[config.mk]
export PLATFORM = sky130hd
export DESIGN_NAME = nor_geom_probe
export DESIGN_NICKNAME = d
export VERILOG_FILES = /design/src/rtl/nor_geom_probe.sv
export SDC_FILE = /design/constraint.sdc
export NUM_CORES = 2
export LEC_CHECK = 0
export BUFFER_PORTS_ARGS = -buffer_cell sky130_fd_sc_hd__clkbuf_2
export CELL_PAD_IN_SITES_DETAIL_PLACEMENT = 0
export CELL_PAD_IN_SITES_GLOBAL_PLACEMENT = 2
export CORE_MARGIN = 3
export CORE_UTILIZATION = 31
export CTS_BUF_LIST = sky130_fd_sc_hd__clkbuf_8 sky130_fd_sc_hd__clkbuf_16
export DETAILED_ROUTE_END_ITERATION = 7
export GPL_TIMING_DRIVEN = 0
export PLACE_DENSITY_LB_ADDON = 0.1
export SLEW_MARGIN = 20
export SYNTH_ARGS = -nofsm -noshare
export SYNTH_HDL_FRONTEND = slang
export SYNTH_SLANG_ARGS = --single-unit
[constraint.sdc]
create_clock -name clk -period 23.3 [get_ports clk]
set_input_delay 4.66 -clock clk [delete_from_list [all_inputs] [get_ports clk]]
set_output_delay 4.66 -clock clk [all_outputs]
set_load 0.01 [all_outputs]
[src/rtl/nor_geom_probe.sv]
module nor_geom_probe #(
  parameter int ADDR_W = 24,
  localparam int END_W = 42
) (
  input  logic              clk,
  input  logic              rst_n,
  input  logic              start,
  output logic              acc_req,
  output logic              acc_we,
  output logic [ADDR_W-1:0] acc_addr,
  output logic [15:0]       acc_wdata,
  input  logic              acc_ack,
  input  logic [15:0]       acc_rdata,
  output logic              flash_ce,
  output logic              done,
  output logic              error,
  output logic [15:0]       cmd_set,
  output logic [7:0]        size_log2,
  output logic [15:0]       wbuf_log2,
  output logic [7:0]        region_cnt,
  output logic [16:0]       r1_blocks,
  output logic [23:0]       r1_bsize,
  output logic [END_W-1:0]  r1_end,
  output logic [16:0]       r2_blocks,
  output logic [23:0]       r2_bsize,
  output logic [END_W-1:0]  r2_start,
  output logic [END_W-1:0]  r2_end,
  output logic [23:0]       max_bsize
);
  localparam int TBL_N = 14;

  typedef enum logic [4:0] {
    IDLE, QRY_W, ID0_R, ASY_W1, ASY_W2, QRY2_W, ID0B_R, TOG_R1, TOG_R2,
    AB_W1, AB_W2, AB_W3, QRY3_W, IDC_R, TBL_R, CALC, EXIT_W
  } st_t;

  st_t         st;
  logic [3:0]  ix;
  logic        fail;
  logic [15:0] tog_a;
  logic [7:0]  tb [TBL_N];

  function automatic logic [7:0] id_byte(input logic [3:0] i);
    case (i)
      4'd0:    return 8'h51;
      4'd1:    return 8'h52;
      default: return 8'h59;
    endcase
  endfunction

  function automatic logic [15:0] tbl_addr(input logic [3:0] i);
    if (i < 4'd2)       return 16'h0013 + 16'(i);
    else if (i == 4'd2) return 16'h0027;
    else                return 16'h0027 + 16'(i);
  endfunction

  assign acc_req = (st != IDLE) && (st != CALC);

  always_comb begin
    acc_we    = 1'b0;
    acc_addr  = '0;
    acc_wdata = 16'h0000;
    case (st)
      QRY_W, QRY2_W, QRY3_W: begin acc_we = 1'b1; acc_addr = ADDR_W'(16'h0055); acc_wdata = 16'h0098; end
      ASY_W1: begin acc_we = 1'b1; acc_addr = ADDR_W'(16'hF94F); acc_wdata = 16'h0060; end
      ASY_W2: begin acc_we = 1'b1; acc_addr = ADDR_W'(16'hF94F); acc_wdata = 16'h0003; end
      AB_W1:  begin acc_we = 1'b1; acc_addr = ADDR_W'(16'h0555); acc_wdata = 16'h00AA; end
      AB_W2:  begin acc_we = 1'b1; acc_addr = ADDR_W'(16'h02AA); acc_wdata = 16'h0055; end
      AB_W3:  begin acc_we = 1'b1; acc_addr = ADDR_W'(16'h0555); acc_wdata = 16'h00F0; end
      EXIT_W: begin acc_we = 1'b1; acc_addr = '0; acc_wdata = 16'h00FF; end
      ID0_R, ID0B_R, TOG_R1, TOG_R2: acc_addr = ADDR_W'(16'h0010);
      IDC_R:  acc_addr = ADDR_W'(16'h0010 + 16'(ix));
      TBL_R:  acc_addr = ADDR_W'(tbl_addr(ix));
      default: ;
    endcase
  end

  logic             two_reg;
  logic [16:0]      c_r1b, c_r2b;
  logic [23:0]      c_r1s, c_r2s;
  logic [END_W-1:0] c_r1e, c_r2e;

  assign two_reg = tb[5] > 8'd1;
  assign c_r1b   = {1'b0, tb[7], tb[6]} + 17'd1;
  assign c_r1s   = {tb[9], tb[8], 8'h00};
  assign c_r2b   = two_reg ? {1'b0, tb[11], tb[10]} + 17'd1 : 17'd0;
  assign c_r2s   = two_reg ? {tb[13], tb[12], 8'h00} : 24'd0;
  assign c_r1e   = END_W'(c_r1b) * END_W'(c_r1s);
  assign c_r2e   = c_r1e + END_W'(c_r2b) * END_W'(c_r2s);

  always_ff @(posedge clk)
    if (st == TBL_R && acc_ack) tb[ix] <= acc_rdata[7:0];

  always_ff @(posedge clk or negedge rst_n) begin
    if (!rst_n) begin
      st <= IDLE; ix <= '0; fail <= 1'b0; tog_a <= '0;
      flash_ce <= 1'b0; done <= 1'b0; error <= 1'b0;
      cmd_set <= '0; size_log2 <= '0; wbuf_log2 <= '0; region_cnt <= '0;
      r1_blocks <= '0; r1_bsize <= '0; r1_end <= '0;
      r2_blocks <= '0; r2_bsize <= '0; r2_start <= '0; r2_end <= '0; max_bsize <= '0;
    end else if (st == IDLE) begin
      if (start) begin
        st <= QRY_W; ix <= '0; fail <= 1'b0;
        flash_ce <= 1'b1; done <= 1'b0; error <= 1'b0;
        cmd_set <= '0; size_log2 <= '0; wbuf_log2 <= '0; region_cnt <= '0;
        r1_blocks <= '0; r1_bsize <= '0; r1_end <= '0;
        r2_blocks <= '0; r2_bsize <= '0; r2_start <= '0; r2_end <= '0; max_bsize <= '0;
      end
    end else if (st == CALC) begin
      cmd_set    <= {tb[1], tb[0]};
      size_log2  <= tb[2];
      wbuf_log2  <= {tb[4], tb[3]};
      region_cnt <= tb[5];
      r1_blocks  <= c_r1b;
      r1_bsize   <= c_r1s;
      r1_end     <= c_r1e;
      r2_blocks  <= c_r2b;
      r2_bsize   <= c_r2s;
      r2_start   <= c_r1e;
      r2_end     <= c_r2e;
      max_bsize  <= (c_r2s > c_r1s) ? c_r2s : c_r1s;
      st         <= EXIT_W;
    end else if (acc_ack) begin
      case (st)
        QRY_W:  st <= ID0_R;
        ID0_R:  begin ix <= '0; st <= (acc_rdata[7:0] == 8'h51) ? IDC_R : ASY_W1; end
        ASY_W1: st <= ASY_W2;
        ASY_W2: st <= QRY2_W;
        QRY2_W: st <= ID0B_R;
        ID0B_R: begin ix <= '0; st <= (acc_rdata[7:0] == 8'h51) ? IDC_R : TOG_R1; end
        TOG_R1: begin tog_a <= acc_rdata; st <= TOG_R2; end
        TOG_R2: begin ix <= '0; st <= (((tog_a ^ acc_rdata) & 16'h0044) != 16'h0) ? AB_W1 : IDC_R; end
        AB_W1:  st <= AB_W2;
        AB_W2:  st <= AB_W3;
        AB_W3:  st <= QRY3_W;
        QRY3_W: begin ix <= '0; st <= IDC_R; end
        IDC_R: begin
          if (acc_rdata[7:0] != id_byte(ix)) begin fail <= 1'b1; st <= EXIT_W; end
          else if (ix == 4'd2) begin ix <= '0; st <= TBL_R; end
          else ix <= ix + 4'd1;
        end
        TBL_R: begin
          if (ix == 4'd1 && !({acc_rdata[7:0], tb[0]} inside {16'h0001, 16'h0002, 16'h0200})) begin
            fail <= 1'b1; st <= EXIT_W;
          end else if (ix == 4'd5 && acc_rdata[7:0] == 8'h00) begin
            fail <= 1'b1; st <= EXIT_W;
          end else if ((ix == 4'd9 && tb[5] == 8'd1) || ix == 4'(TBL_N - 1)) begin
            st <= CALC;
          end else ix <= ix + 4'd1;
        end
        EXIT_W: begin
          st <= IDLE; flash_ce <= 1'b0; done <= !fail; error <= fail;
        end
        default: st <= IDLE;
      endcase
    end
  end

  assert_ce_covers_req_R12: assert property (@(posedge clk) disable iff (!rst_n)
    acc_req |-> flash_ce);
  assert_req_held_R12: assert property (@(posedge clk) disable iff (!rst_n)
    acc_req && !acc_ack |=> acc_req && $stable(acc_addr) && $stable(acc_we) && $stable(acc_wdata));
  assert_exit_write_R11: assert property (@(posedge clk) disable iff (!rst_n)
    ($rose(done) || $rose(error)) |-> !flash_ce &&
      $past(acc_req && acc_ack && acc_we && acc_addr == '0 && acc_wdata == 16'h00FF));
  assert_flags_excl_R13: assert property (@(posedge clk) disable iff (!rst_n)
    !(done && error));
  assert_flag_hold_R13: assert property (@(posedge clk) disable iff (!rst_n)
    (done || error) && !start |=> $stable(done) && $stable(error));
  assert_cmd_legal_R6: assert property (@(posedge clk) disable iff (!rst_n)
    done |-> cmd_set inside {16'h0001, 16'h0002, 16'h0200});
  assert_region_chain_R10: assert property (@(posedge clk) disable iff (!rst_n)
    done |-> r2_start == r1_end && r2_end >= r2_start && max_bsize >= r1_bsize);
  assert_count_nonzero_R8: assert property (@(posedge clk) disable iff (!rst_n)
    done |-> region_cnt != 8'd0 && r1_blocks != 17'd0);
endmodule

==> results.sh <==
export IMPL_io_buffers=270
export IMPL_mostFrequentLayoutCells="inv_1 (603), nand2_1 (472), fa_1 (450), clkbuf_2 (276), ha_1 (232)"
export IMPL_antenna_found_initial=13
export IMPL_grtUsageMet2=0.354
export IMPL_required_ns=23.80
export IMPL_cellLeakagePower_nw=18.9
export IMPL_relSlewSlack=0.236
export IMPL_grt_pass1_wl_um=179000
export IMPL_dr_pass1_iters=5
export IMPL_maxCapViolCount=0
export IMPL_totalPowerFinal_w=0.00213
export IMPL_cp_start_kind="register"
export IMPL_clk_pin_slew_worst_paths_ns=0.06
export IMPL_postCtsSetupBuffers=0
export IMPL_rows=118
export IMPL_synth_main_ff_cell="dfrtp_1"
export IMPL_ant_nets=0
export IMPL_crit_fanout=10
export IMPL_slowest_stage="xnor2_1"
export IMPL_cts_tree="built"
export IMPL_period_needed_ns=14.03
export IMPL_use_met1=0.309
export IMPL_synthesis_area_mm2=0.0328
export IMPL_drtIter0Drc=1349
export IMPL_drive_gt1_frac=0.128
export IMPL_yosysTopAreaCell="fa_1"
export IMPL_htreeDepth=2
export IMPL_multi_input_area_mm2=0.0210
export IMPL_postLayoutCoreUtil=0.363
export IMPL_clk_latency_ns=0.65
export IMPL_hold_path_class="reg2reg"
export IMPL_core_area_mm2=0.104
export IMPL_grt_ovfl_total=0
export IMPL_syn_instance_count=3412
export IMPL_place_worst_setup_slack_ns=9.31
export IMPL_yosysWarnings=0
export IMPL_die_x_um=331
export IMPL_root_buffer="clkbuf_16"
export IMPL_grt_max_degree=78
export IMPL_wl_um=122000
export IMPL_cts_sinks=324
export IMPL_synth_area_leaders="fa_1 (27%), dfrtp_1 (16%), edfxtp_1 (10%)"
export IMPL_numCtsBuffers=44
export IMPL_cp_top_family="adder cells"
export IMPL_syn2layout_area_growth_pct=15.4
export IMPL_fin_skew_ns=0.0432
export IMPL_start_util=0.315
export IMPL_drcViolationCount=0
export IMPL_hold_buffers=0
export IMPL_postSynth_asyncResetShare=0.654
export IMPL_final_max_slew_viol_count=0
export IMPL_gp_congestion=0.847
export IMPL_power_density_mw_per_mm2=56.1
export IMPL_fillers=11000
export IMPL_wl_per_cell_um=23.4
export IMPL_layout_nets=4500
export IMPL_ys_ff_latch=324
export IMPL_vias=24800
export IMPL_status="finished clean"
export IMPL_fmax_mhz=71.3
export IMPL_routed_via_density=4.75
export IMPL_groute_usage_overall=0.221
export IMPL_final_cell_area_mm2=0.0379
export IMPL_pin_count=345
export IMPL_placed_cell_area_mm2=0.0364
export IMPL_critPathBufInv=8
export IMPL_hold_viol=0
export IMPL_fp_dieH_um=331
export IMPL_setup_tns_ns=0
export IMPL_clockBufferDepth=3
export IMPL_cts_resized=0
export IMPL_whs_path_depth=1
export IMPL_cp_depth=40
export IMPL_slowest_delay_ns=0.83
export IMPL_criticalPathCategory="reg2reg"
export IMPL_ff2ff_path_depth=40
export IMPL_postSynthAreaPerCell_um2=9.62
export IMPL_grt_pass1_vias=25800
export IMPL_dieArea_mm2=0.110
export IMPL_crit_arrival_ns=14.53
export IMPL_setup_violations=0
export IMPL_rsz0062_at_grt="false"
export IMPL_synth_top_area_share=0.274
export IMPL_regArea_mm2=0.00867
export IMPL_globalRouteMet3Util=0.0474
export IMPL_synth_edf_count=112
export IMPL_ir_drop_uv=54.2
export IMPL_worst_slack_ns=9.27
export IMPL_final_common_cell="inv_1"
export IMPL_crit_top_cell="fa_1"
export IMPL_synth_cell_types=72
export IMPL_grt_busiest_layer="met2"
export IMPL_period_share=0.602
export IMPL_tightest_slew_ns=1.15
export IMPL_seq_area_frac_synth=0.264
export IMPL_place_hpwl_um=97800
export IMPL_cp_end_kind="register"
## synth_stat cells, types with 12 or more instances
cell	number
clkbuf_1	141
xor2_1	31
dfrtp_1	212
nand2_1	472
and3_1	24
o21ai_0	134
and2_1	161
edfxtp_1	112
a31oi_1	12
inv_1	591
nand2b_1	28
ha_1	232
fa_1	450
buf_4	104
mux2i_1	23
a22o_1	113
nor2b_1	18
nor3_1	22
nand3_1	44
nand4_1	14
a21oi_1	87
xnor2_1	52
a21o_1	29
nor2_1	154
## worst paths after layout
check	startpoint	endpoint	slack (ns)
max reg2reg	tb[6][0]	r2_end[41]	9.27
min in group asynchronous	rst_n	r2_end[20]	4.06
min	tb[2][0]	size_log2[0]	0.46
max	tb[6][0]	r2_end[41]	9.27
min reg2reg	tb[2][0]	size_log2[0]	0.46
max in group asynchronous	rst_n	size_log2[5]	17.97
## state kept, by name, indices dropped and copies added, names as in the netlist, 16 cells and up
register and cells:
r1_bsize 16, r2_blocks 17, r1_blocks 17, r2_bsize 16, max_bsize 16, wbuf_log2 16
tb 112, r2_end 34, cmd_set 16, r2_start 33
## layout make-up
type	count	area share
antenna	4	0.000264
buffer	255	0.0358
clock buffer	50	0.0315
clock inverter	31	0.00799
inverter	593	0.0588
multi-input combinational	2305	0.553
sequential	324	0.229
tap	1380	0.0456
timing repair buffer	275	0.0382
## kinds of logic (layout without fill, tap and decap cells)
| group | after synthesis | after routing | share of synthesized area |
|---|---|---|---|
| AOI/OAI and AO/OA | 473 | 473 | 0.0977 |
| xor gates and xnor gates | 83 | 83 | 0.0221 |
| adders and majority gates | 682 | 682 | 0.363 |
| buffers and inverters | 848 | 1204 | 0.109 |
| DFF | 324 | 324 | 0.264 |
| muxes | 27 | 27 | 0.00838 |
| other | 1 | 70 | 0.000114 |
| and+or+nand+nor | 974 | 974 | 0.136 |
## power by group
group	switching [W]	total (W)	internal (W)	leakage, nW
logic	0.000369	0.000606	0.000238	14.2
clock network	0.000298	0.000702	0.000404	0.765
registers	0.000105	0.000818	0.000713	3.91
total	0.000771	0.00213	0.00136	18.9
## metal layers
| metal | wire [µm] | vias to the layer above |
|---|---|---|
| li1 | - | 11400 |
| met1 | 55800 | 12600 |
| met2 | 56000 | 685 |
| met3 | 7950 | 104 |
| met4 | 2470 | 0 |
| met5 | 0 | - |
## stage by stage
step / cells / hold WS, ns
finish: 5217 / 0.462
floorplan: 3477 / 0.449
global route: 5213 / 0.481
global placement: 5127 / 0.451
CTS: 5213 / 0.467
detailed placement: 5132 / 0.460
(Power assumes the default switching activity.)
